[src/rtl/sofs_pkg.sv]
package sofs_pkg;
  // status register layout helpers
  function automatic int st_width(input int nch);
    return 2 * nch + 2;
  endfunction

  function automatic int ov_pos(input int nch);
    return 2 * nch;
  endfunction

  function automatic int uv_pos(input int nch);
    return 2 * nch + 1;
  endfunction
endpackage

[src/rtl/sofs_toggle_latch.sv]
// Fault latch released by an armed off-then-on command toggle.
module sofs_toggle_latch (
  input  logic clk,
  input  logic rst_n,
  input  logic clr,
  input  logic flt,
  input  logic cmd,
  output logic lat
);
  logic lat_q, arm_q, cmd_q;
  logic rise;

  assign rise = cmd & ~cmd_q;
  assign lat  = lat_q;

  always_ff @(posedge clk or negedge rst_n) begin
    if (!rst_n) begin
      lat_q <= 1'b0;
      arm_q <= 1'b0;
      cmd_q <= 1'b0;
    end else begin
      cmd_q <= cmd;
      if (clr) begin
        lat_q <= 1'b0;
        arm_q <= 1'b0;
      end else if (flt) begin
        lat_q <= 1'b1;
        arm_q <= 1'b0;
      end else if (lat_q) begin
        if (arm_q && rise) begin
          lat_q <= 1'b0;
          arm_q <= 1'b0;
        end else if (!cmd) begin
          arm_q <= 1'b1;
        end
      end
    end
  end

  // flag always latches
  assert_flag_latches_R1: assert property (@(posedge clk) disable iff (!rst_n)
    (flt && !clr) |=> lat_q);

  // a latch may only drop through clear or an armed rising edge with flag low
  assert_release_rule_R2: assert property (@(posedge clk) disable iff (!rst_n)
    $fell(lat_q) |-> ($past(clr) || (!$past(flt) && $past(arm_q) && $past(cmd) && !$past(cmd_q))));
endmodule

[src/rtl/sofs_uv_hold.sv]
// Per-channel undervoltage latch.
module sofs_uv_hold (
  input  logic clk,
  input  logic rst_n,
  input  logic clr,
  input  logic uv,
  input  logic recovered,
  input  logic cmd,
  input  logic retry,
  output logic lat
);
  logic lat_q;
  assign lat = lat_q;

  always_ff @(posedge clk or negedge rst_n) begin
    if (!rst_n)                                   lat_q <= 1'b0;
    else if (clr)                                 lat_q <= 1'b0;
    else if (uv)                                  lat_q <= 1'b1;
    else if (lat_q && recovered && (!cmd || retry)) lat_q <= 1'b0;
  end

  assert_uv_latches_R6: assert property (@(posedge clk) disable iff (!rst_n)
    (uv && !clr) |=> lat_q);

  // held while command stays on without retry
  assert_uv_hold_on_R8: assert property (@(posedge clk) disable iff (!rst_n)
    (lat_q && !clr && cmd && !retry) |=> lat_q);
endmodule

[src/rtl/sofs_status_bank.sv]
// Sticky read-to-clear status register with snapshot port.
module sofs_status_bank #(
  parameter int W = 6
) (
  input  logic         clk,
  input  logic         rst_n,
  input  logic         clr,
  input  logic [W-1:0] set_vec,
  input  logic         rd,
  output logic [W-1:0] stat,
  output logic [W-1:0] rd_data,
  output logic         rd_valid
);
  logic [W-1:0] stat_q, snap_q;
  logic         vld_q;

  always_ff @(posedge clk or negedge rst_n) begin
    if (!rst_n) begin
      stat_q <= '0;
      snap_q <= '0;
      vld_q  <= 1'b0;
    end else begin
      vld_q <= rd;
      if (rd) snap_q <= stat_q;
      if (clr)     stat_q <= '0;
      else if (rd) stat_q <= set_vec;
      else         stat_q <= stat_q | set_vec;
    end
  end

  assign stat     = stat_q;
  assign rd_data  = snap_q;
  assign rd_valid = vld_q;

  assert_rd_snapshot_R10: assert property (@(posedge clk) disable iff (!rst_n)
    rd |=> (rd_valid && rd_data == $past(stat_q)));

  assert_live_bit_kept_R10: assert property (@(posedge clk) disable iff (!rst_n)
    (rd && !clr) |=> ((stat_q & $past(set_vec)) == $past(set_vec)));

  assert_clear_all_R9: assert property (@(posedge clk) disable iff (!rst_n)
    clr |=> (stat_q == '0));
endmodule

[src/rtl/switch_fault_supervisor.sv]
module switch_fault_supervisor
  import sofs_pkg::*;
#(
  parameter int NUM_CH = 2,
  localparam int ST_W = st_width(NUM_CH),
  localparam int OV_B = ov_pos(NUM_CH),
  localparam int UV_B = uv_pos(NUM_CH)
) (
  input  logic              clk,
  input  logic              rst_n,
  input  logic [NUM_CH-1:0] cmd_on,
  input  logic [NUM_CH-1:0] short_flag,
  input  logic [NUM_CH-1:0] ot_flag,
  input  logic              ov_flag,
  input  logic              ov_prot_off,
  input  logic              uv_flag,
  input  logic              uv_recov,
  input  logic              retry,
  input  logic              supply_fail,
  input  logic              pwr_on_clr,
  input  logic              rd_strobe,
  output logic [NUM_CH-1:0] gate_en,
  output logic              fault_n,
  output logic [ST_W-1:0]   flt_status,
  output logic [ST_W-1:0]   rd_data,
  output logic              rd_valid
);
  logic              clr_all, ov_shut, recovered;
  logic [NUM_CH-1:0] sc_lat, ot_lat, uv_lat;
  logic [ST_W-1:0]   set_vec;

  assign clr_all   = supply_fail | pwr_on_clr;
  assign ov_shut   = ov_flag & ~ov_prot_off;
  assign recovered = ~uv_flag & uv_recov;

  for (genvar i = 0; i < NUM_CH; i++) begin : g_ch
    sofs_toggle_latch u_sc (
      .clk(clk), .rst_n(rst_n), .clr(clr_all),
      .flt(short_flag[i]), .cmd(cmd_on[i]), .lat(sc_lat[i]));

    sofs_toggle_latch u_ot (
      .clk(clk), .rst_n(rst_n), .clr(clr_all),
      .flt(ot_flag[i]), .cmd(cmd_on[i]), .lat(ot_lat[i]));

    sofs_uv_hold u_uv (
      .clk(clk), .rst_n(rst_n), .clr(clr_all), .uv(uv_flag),
      .recovered(recovered), .cmd(cmd_on[i]), .retry(retry), .lat(uv_lat[i]));

    assign gate_en[i] = cmd_on[i] & ~sc_lat[i] & ~ot_lat[i] & ~uv_lat[i]
                      & ~short_flag[i] & ~ot_flag[i] & ~ov_shut & ~uv_flag;
  end

  assign fault_n = ~(|sc_lat | |ot_lat | |uv_lat | |short_flag | |ot_flag
                     | ov_shut | uv_flag);

  assign set_vec = {uv_flag, ov_flag, ot_flag, short_flag};

  sofs_status_bank #(.W(ST_W)) u_stat (
    .clk(clk), .rst_n(rst_n), .clr(clr_all), .set_vec(set_vec),
    .rd(rd_strobe), .stat(flt_status), .rd_data(rd_data), .rd_valid(rd_valid));

  assert_ov_shut_R4: assert property (@(posedge clk) disable iff (!rst_n)
    (ov_flag && !ov_prot_off) |-> (gate_en == '0 && !fault_n));

  assert_uv_off_R6: assert property (@(posedge clk) disable iff (!rst_n)
    uv_flag |-> (gate_en == '0 && !fault_n));

  assert_short_line_R1: assert property (@(posedge clk) disable iff (!rst_n)
    (|short_flag) |-> !fault_n);

  assert_ov_bit_R5: assert property (@(posedge clk) disable iff (!rst_n)
    (ov_flag && !clr_all) |=> flt_status[OV_B]);

  assert_uv_bit_R7: assert property (@(posedge clk) disable iff (!rst_n)
    (flt_status[UV_B] && !rd_strobe && !clr_all) |=> flt_status[UV_B]);
endmodule

[config.mk]
export PLATFORM = sky130hd
export DESIGN_NAME = switch_fault_supervisor
export DESIGN_NICKNAME = d
export VERILOG_FILES = /design/src/rtl/sofs_pkg.sv /design/src/rtl/sofs_toggle_latch.sv /design/src/rtl/sofs_uv_hold.sv /design/src/rtl/sofs_status_bank.sv /design/src/rtl/switch_fault_supervisor.sv
export SDC_FILE = /design/constraint.sdc
export NUM_CORES = 1
export LEC_CHECK = 0
export ABC_AREA = 1
export BUFFER_PORTS_ARGS = -buffer_cell sky130_fd_sc_hd__buf_4
export CORE_MARGIN = 5
export CORE_UTILIZATION = 25
export DETAILED_ROUTE_END_ITERATION = 10
export GPL_TIMING_DRIVEN = 1
export PLACE_DENSITY = 0.48
export SLEW_MARGIN = 20
export SYNTH_ARGS = -nofsm -noshare
export SYNTH_HDL_FRONTEND = slang
export SYNTH_SLANG_ARGS = --single-unit
[constraint.sdc]
create_clock -name clk -period 1.3 [get_ports clk]
set_input_delay 0.39 -clock clk [delete_from_list [all_inputs] [get_ports clk]]
set_output_delay 0.39 -clock clk [all_outputs]
set_load 0.005 [all_outputs]
# [Word level (Yosys, flattened, before mapping)]
# Cells that the tools add are included.
[word_totals] register_bits=25 out_inout_bits=16
[op_classes] n_reduce_logical=27 bitwise_logic=42 n_eq_ne=4 mux=42
[ops] cell="$mux W1" n=40
[ops] cell="$and A1 B1 Y1" n=18
[ops] cell="$reduce_bool A3 Y1" n=6
[ops] cell="$ne A4 B1 Y1 const B" n=4
[ops] cell="$not A1 Y1" n=16
[ops] cell="$mux W6" n=2
[ops] cell="$reduce_or A2 Y1" n=5
[ops] cell="$logic_and A1 B1 Y1" n=8
[ops] cell="$reduce_and A2 Y1" n=4
[ops] cell="$or A1 B1 Y1" n=7
[ops] cell="$or A6 B6 Y6" n=1
[ops] cell="$logic_not A1 Y1" n=2
[ops] cell="$logic_or A1 B1 Y1" n=2

# [Logic depth before layout (Yosys ltp)]
# Gate-level depths: netlist of run 1.
[depth] ltp_word=8 ltp_mapped=6 depth_no_buf=5

# [By module]
# From an unflattened synthesis of run 1, not the netlist that was laid out.
[unflattened] hier_cells=152 area_unflattened_um2=1211.2
[modules_own_cells] mod="sofs_toggle_latch" area_per_inst_um2=122.6 instances=4 cells_each=14
[modules_own_cells] mod="sofs_status_bank" area_per_inst_um2=483.0 instances=1 cells_each=51
[modules_own_cells] mod="switch_fault_supervisor" area_per_inst_um2=132.6 instances=1 cells_each=31
[modules_own_cells] mod="sofs_uv_hold" area_per_inst_um2=52.6 instances=2 cells_each=7

# [Worst setup path before layout of run 1]
# OpenSTA, ideal clock, no wires.
[synth_timing] path_kind="input to output" start="in ot_flag[1]" end="out fault_n" path_stages=3 arrival_time_ns=0.711 slack_ns=0.199 cell_sequence="inv_1 > nand4_1 > nor2_1"
[synth_between] elab_chain_len=5
[synth_lines] element="start, declared" line="switch_fault_supervisor.sv:13" source="input logic [NUM_CH-1:0] ot_flag,"
[synth_lines] element="$reduce_or A2 Y1" line="switch_fault_supervisor.sv:53" source="assign fault_n = ~(|sc_lat | |ot_lat | |uv_lat | |short_flag | |ot_flag"
[synth_lines] element="$or A1 B1 Y1" line="switch_fault_supervisor.sv:53"
[synth_lines] element="$or A1 B1 Y1 (2 in a row)" line="switch_fault_supervisor.sv:54" source="| ov_shut | uv_flag);"
[synth_lines] element="$not A1 Y1" line="switch_fault_supervisor.sv:53"
[synth_lines] element="end, declared" line="switch_fault_supervisor.sv:23" source="output logic fault_n,"
# No other way between the ends.

# [Worst setup path in the final report of run 1]
[layout_timing] start="reg g_ch[0].u_ot.lat_q" end="out gate_en[0]"
[layout_between] elab_chain_len=7
[layout_lines] element="start, declared" line="sofs_toggle_latch.sv:10" source="logic lat_q, arm_q, cmd_q;"
[layout_lines] element="start signal, assigned" line="sofs_toggle_latch.sv:18" source="lat_q <= 1'b0;"
[layout_lines] element="start signal, assigned" line="sofs_toggle_latch.sv:24" source="lat_q <= 1'b0;"
[layout_lines] element="start signal, assigned" line="sofs_toggle_latch.sv:27" source="lat_q <= 1'b1;"
[layout_lines] element="$not A1 Y1" line="switch_fault_supervisor.sv:49" source="assign gate_en[i] = cmd_on[i] & ~sc_lat[i] & ~ot_lat[i] & ~uv_lat[i]"
[layout_lines] element="$and A1 B1 Y1 (2 in a row)" line="switch_fault_supervisor.sv:49"
[layout_lines] element="$and A1 B1 Y1 (4 in a row)" line="switch_fault_supervisor.sv:50" source="& ~short_flag[i] & ~ot_flag[i] & ~ov_shut & ~uv_flag;"
[layout_lines] element="end, declared" line="switch_fault_supervisor.sv:22" source="output logic [NUM_CH-1:0] gate_en,"
# No other way between the ends.

==> results of run 1 <==
-- logic make-up after synthesis --
logic type,after synthesis,share of synthesized area
simple gates,67,0.268
buf+inv,19,0.0800
compound gates,15,0.0730
flops,25,0.579
-- power by group --
part	internal (mW)	switching, mW
Sequential	0.811	0.0210
Combinational	0.102	0.108
Clock	0.217	0.257
-- worst max-delay path by stage --
stage / start / slack [ps] / end
after detailed placement: ot_flag[0] / -100 / gate_en[0]
after CTS: g_ch[0].u_ot.lat / -320 / gate_en[0]
after global routing: g_ch[0].u_ot.lat / -370 / gate_en[0]
after global placement: short_flag[0] / -100 / gate_en[0]
final: g_ch[0].u_ot.lat / -270 / gate_en[0]
after floorplan: ot_flag[1] / 200 / fault_n
-- critical path, stage by stage, from the launching register on --
cell and delay [ps]:
dfrtp_1 390, nor2_1 120, nand4_1 130, nor2_1 140, buf_4 130
-- registers in the layout (all words and copies together) (netlist names) --
| signal | flops |
|---|---|
| u_stat.rd_valid | 1 |
| u_stat.rd_data | 6 |
| g_ch.u_sc.lat | 2 |
| g_ch.u_ot.cmd_q | 2 |
| u_stat.stat | 6 |
| g_ch.u_ot.lat | 2 |
| g_ch.u_sc.arm_q | 2 |
| g_ch.u_uv.lat | 2 |
| g_ch.u_ot.arm_q | 2 |
-- through the flow --
| stage | utilization | TNS, ps | setup WS (ps) |
|---|---|---|---|
| after floorplan | - | 0 | 199 |
| after global placement | 0.334 | -164 | -105 |
| after detailed placement | 0.334 | -160 | -101 |
| after CTS | 0.347 | -775 | -316 |
| after global routing | 0.347 | -994 | -372 |
| final | 0.347 | -701 | -272 |
-- synthesized netlist by cell type --
library cell / n
nand3_1: 7
inv_2: 3
inv_1: 14
nor2_4: 1
nor2_2: 1
a21oi_2: 1
buf_6: 2
nand2_1: 38
nand4_1: 4
nand3b_1: 1
nor2_1: 12
a21oi_1: 12
o21ai_0: 2
nor3_1: 2
dfrtp_1: 25
nand2_2: 1
-- layout make-up --
| type | instances | area (µm²) | area share |
|---|---|---|---|
| timing repair buffer | 41 | 308 | 0.208 |
| inverter | 17 | 63.8 | 0.0431 |
| clock buffer | 3 | 41.3 | 0.0279 |
| clock inverter | 1 | 7.51 | 0.00507 |
| sequential | 25 | 626 | 0.422 |
| multi-input combinational | 82 | 370 | 0.250 |
| tap | 52 | 65.1 | 0.0439 |
-- metal layers --
layer  routed length [µm]  global-route usage  up-vias  share of wire
met2                 1160               0.157       26           0.43
li1                     -                   -      483              -
met5                    0                   0        -              0
met4                   28              0.0291        0          0.010
met1                 1280               0.136      438           0.48
met3                  209              0.0343        5          0.078
-- placed cells by master (no fill, tap or decap), types with 3 or more instances in the layout --
cell type / n
nor2_1: 11
nand4_1: 4
a21oi_1: 12
nand2_1: 38
buf_4: 41
clkbuf_8: 3
inv_2: 3
inv_1: 14
dfrtp_1: 25
nand3_1: 7
-- timing repair --
| item | CTS | global route |
|---|---|---|
| gates cloned | 0 | 0 |
| buffers inserted | 1 | 0 |
| gates resized for setup | 0 | 1 |
| setup endpoints to repair | 3 | 3 |
| pin swaps | 3 | 5 |
==> flow_summary.json, run 1 <==
{
  "status": "finished, violations left",
  "violations": "setup timing",
  "die_w_um": 75.7,
  "num_vias": 952,
  "r2r_end": "g_ch[1].u_ot.arm_q",
  "wire_per_inst_um": 12.1,
  "crit_arrival_ps": 1180,
  "syn_nets": 142,
  "grt_max_degree": 26,
  "synth_top_cells_by_area": "dfrtp_1 (58%), nand2_1 (13%), a21oi_1 (5.6%)",
  "grt.overflow.total": 0,
  "max-vdd-ir-drop_v": 0.000581,
  "dp_hpwl_um": 2070,
  "antenna_found_initial": 0,
  "design_area_mm2": 0.00148,
  "worstSetupEndpointType": "primary output",
  "cts_tree": "done",
  "setup_viol": 3,
  "synth_area_mm2": 0.00108,
  "place_congestion": 0.759,
  "r2r_cells": 4,
  "yosysTopAreaCellShare": 0.579,
  "crit_required_ps": 910,
  "drt_iter0_drc": 36,
  "fin_ws_ps": -272,
  "reg2reg_from": "g_ch[1].u_ot.lat",
  "yosysTopAreaCell": "dfrtp_1",
  "power_density_mw_per_mm2": 1020,
  "htreeDepth": 1,
  "die_y_um": 75.7,
  "pin_count": 32,
  "fp-row-count": 24,
  "holdWs_ps": 2.69,
  "cts_made_buffers": 3,
  "clock_sinks": 25,
  "clkSlewWorstSetupHoldPaths_ps": 90,
  "postCtsHoldBufs": 0,
  "yosysSeqAreaShare": 0.579,
  "avgSynthCellArea_um2": 8.57,
  "fmax_mhz": 636,
  "clockBufferDepth": 2,
  "vias_per_cell": 4.31,
  "finalClockSkew_ps": 3.88,
  "antenna_left": 0,
  "syn_to_final_growth_pct": 37.2,
  "fill_cells": 463,
  "root_buffer": "clkbuf_8",
  "hp-class": "input port to asynchronous set/reset pin",
  "critical_path_class": "flop to primary output",
  "drive_gt1_frac": 0.314,
  "worst_pin_slew_ps": 317,
  "grt_pass1_wl_um": 4320,
  "r2r_slack_ps": 320,
  "slew_headroom": 0.789,
  "nNetsFinal": 186,
  "initial_utilization": 0.253,
  "cp-start-kind": "flop",
  "n_antenna_cell": 0,
  "period_minus_slack_ps": 1570,
  "remaining_drc_errors": 0,
  "design.die.area_mm2": 0.00573,
  "grt.total_usage": 0.102,
  "yosysWarnings": 0,
  "drt-pass1-iter-count": 4,
  "place_inst": 216,
  "core-area_mm2": 0.00426,
  "netlist_instances": 126,
  "portBuffers": 31,
  "hold_violations": 0,
  "synth.ff_latch_count": 25,
  "min_period_over_period": 1.21,
  "cap_violations": 0,
  "layout.cells.non_filler": 221,
  "drt_wl_total_um": 2680,
  "crit_path_max_fanout": 2,
  "synth.distinct_cells": 16,
  "slew_viol_final": 0,
  "first_global_vias": 957,
  "worstSkewPairLatency_ps": 270,
  "power_mw": 1.52,
  "place_area_mm2": 0.00142,
  "p_leak_nw": 0.770,
  "rsz0062_at_grt": "yes"
}
Note: power is estimated with default switching activity, not from simulation.
==> run 2, diff against run 1 <==
- HOLD_SLACK_MARGIN: default -> 0.15
==> flow_summary.json, run 2 (same netlist as run 1, synthesis figures left out) <==
{
  "root_buffer": "clkbuf_8",
  "remaining_drc_errors": 0,
  "wl_met2_um": 1170,
  "worstSetupEndpointType": "primary output",
  "htreeDepth": 1,
  "finalClockSkew_ps": 3.71,
  "cts_tree": "done",
  "power_density_mw_per_mm2": 1020,
  "place_inst": 216,
  "min_period_over_period": 1.21,
  "slew_headroom": 0.790,
  "violations": "setup timing",
  "layout.cells.non_filler": 222,
  "netSwitchingPower_mw": 0.386,
  "fin_ws_ps": -272,
  "grt_pass1_wl_um": 4310,
  "cap_violations": 0,
  "die_w_um": 75.7,
  "syn_to_final_growth_pct": 38.1,
  "design_area_mm2": 0.00149,
  "pin_count": 32,
  "place_area_mm2": 0.00142,
  "core-area_mm2": 0.00426,
  "clockBufferDepth": 2,
  "status": "finished, violations left",
  "vias_per_cell": 4.29,
  "wire_per_inst_um": 12.1,
  "setup_viol": 3,
  "clkSlewWorstSetupHoldPaths_ps": 90,
  "dp_hpwl_um": 2070,
  "hold_violations": 0,
  "antenna_left": 0,
  "nNetsFinal": 187,
  "critical_path_class": "flop to primary output",
  "crit_path_max_fanout": 2,
  "period_minus_slack_ps": 1570,
  "final_util": 0.350,
  "drt_iter0_drc": 40,
  "seq_power_share": 0.548,
  "clock_sinks": 25,
  "grt.total_usage": 0.102,
  "rsz0062_at_grt": "yes",
  "die_y_um": 75.7,
  "n_antenna_cell": 0,
  "layout_commonest_cell": "buf_4",
  "fill_cells": 463,
  "portBuffers": 31,
  "hp-class": "input port to flop",
  "place_congestion": 0.759,
  "drt-pass1-iter-count": 4,
  "slew_viol_final": 0,
  "clkPwrFrac": 0.312,
  "power.share.switching": 0.254,
  "r2r_slack_ps": 320,
  "grt_max_degree": 26,
  "cp-start-kind": "flop",
  "worstSkewPairLatency_ps": 270,
  "num_vias": 952,
  "met3_wirelength_um": 208,
  "crit_required_ps": 910,
  "fp-row-count": 24,
  "p_int_mw": 1.13,
  "drive_gt1_frac": 0.312,
  "design.die.area_mm2": 0.00573,
  "antenna_found_initial": 0,
  "initial_utilization": 0.253,
  "final_cell_mix": "buf_4 (41), nand2_1 (38), dfrtp_1 (25)",
  "crit_arrival_ps": 1180,
  "top_layer": "met4",
  "grt.overflow.total": 0,
  "comb_power_share": 0.140,
  "drt_wl_total_um": 2680,
  "max-vdd-ir-drop_v": 0.000582,
  "wl_met1_um": 1270,
  "first_global_vias": 963,
  "worst_pin_slew_ps": 315,
  "fmax_mhz": 636,
  "p_leak_nw": 0.775,
  "cts_made_buffers": 3
}
run 2: cell count changes in the layout (fill, tap and decap cells not counted):
cell / change
dlygate4sd3_1: +1
run 2: path summary, 6_finish.rpt:
check                             startpoint                  to  cells after the start
hold reg to reg            u_stat.rd_data[2]   u_stat.rd_data[2]                      2
setup / recovery            g_ch[0].u_ot.lat          gate_en[0]                      4
min in group asynchronous              rst_n   u_stat.rd_data[1]                      2
hold / removal                     cmd_on[0]  g_ch[0].u_ot.cmd_q                      1
max in group asynchronous              rst_n  g_ch[1].u_ot.cmd_q                      2
setup reg to reg            g_ch[1].u_ot.lat  g_ch[1].u_ot.arm_q                      4
run 2: layout make-up:
type	instances	area, µm²	area share
clock buffers	3	41.3	0.0277
repair buffers	42	318	0.213
inverters	17	63.8	0.0428
flip-flops and latches	25	626	0.419
multi-input cells	82	370	0.248
well taps	52	65.1	0.0436
clock inverters	1	7.51	0.00503
run 2: timing repair:
action / in CTS / in global routing
hold endpoints to repair: 25 / 0
endpoints found under the setup margin: 3 / 3
setup buffers: 1 / 0
pin swaps: 3 / 5
resized for setup: 0 / 1
hold buffers: 1 / 0
run 2: stage by stage:
step | hold slack, ps | setup WS (ps) | setup TNS [ps] | total power, mW
6_report | 278 | -272 | -700 | 1.52
5_1_grt | 267 | -372 | -994 | 1.60
4_1_cts | 269 | -316 | -775 | 1.54
3_5_place_dp | 316 | -101 | -160 | 1.06
3_3_place_gp | 308 | -105 | -164 | 1.05
2_1_floorplan | 94.4 | 199 | 0 | 0.921
run 2: layer usage:
metal,track usage,vias up
li1,-,484
met1,0.134,437
met2,0.158,26
met3,0.0343,5
met4,0.0291,0
met5,0,-
run 2: critical path: stages (launching register included):
cell	delay, ps
dfrtp_1	390
nor2_1	120
nand4_1	130
nor2_1	140
buf_4	130
run 2: power groups by stage:
stage	Clock (mW)	Sequential, mW	Combinational [mW]
3_5_place_dp	0	0.847	0.211
2_1_floorplan	0	0.847	0.0740
5_1_grt	0.527	0.837	0.239
6_report	0.474	0.832	0.212
3_3_place_gp	0	0.846	0.207
4_1_cts	0.495	0.832	0.216
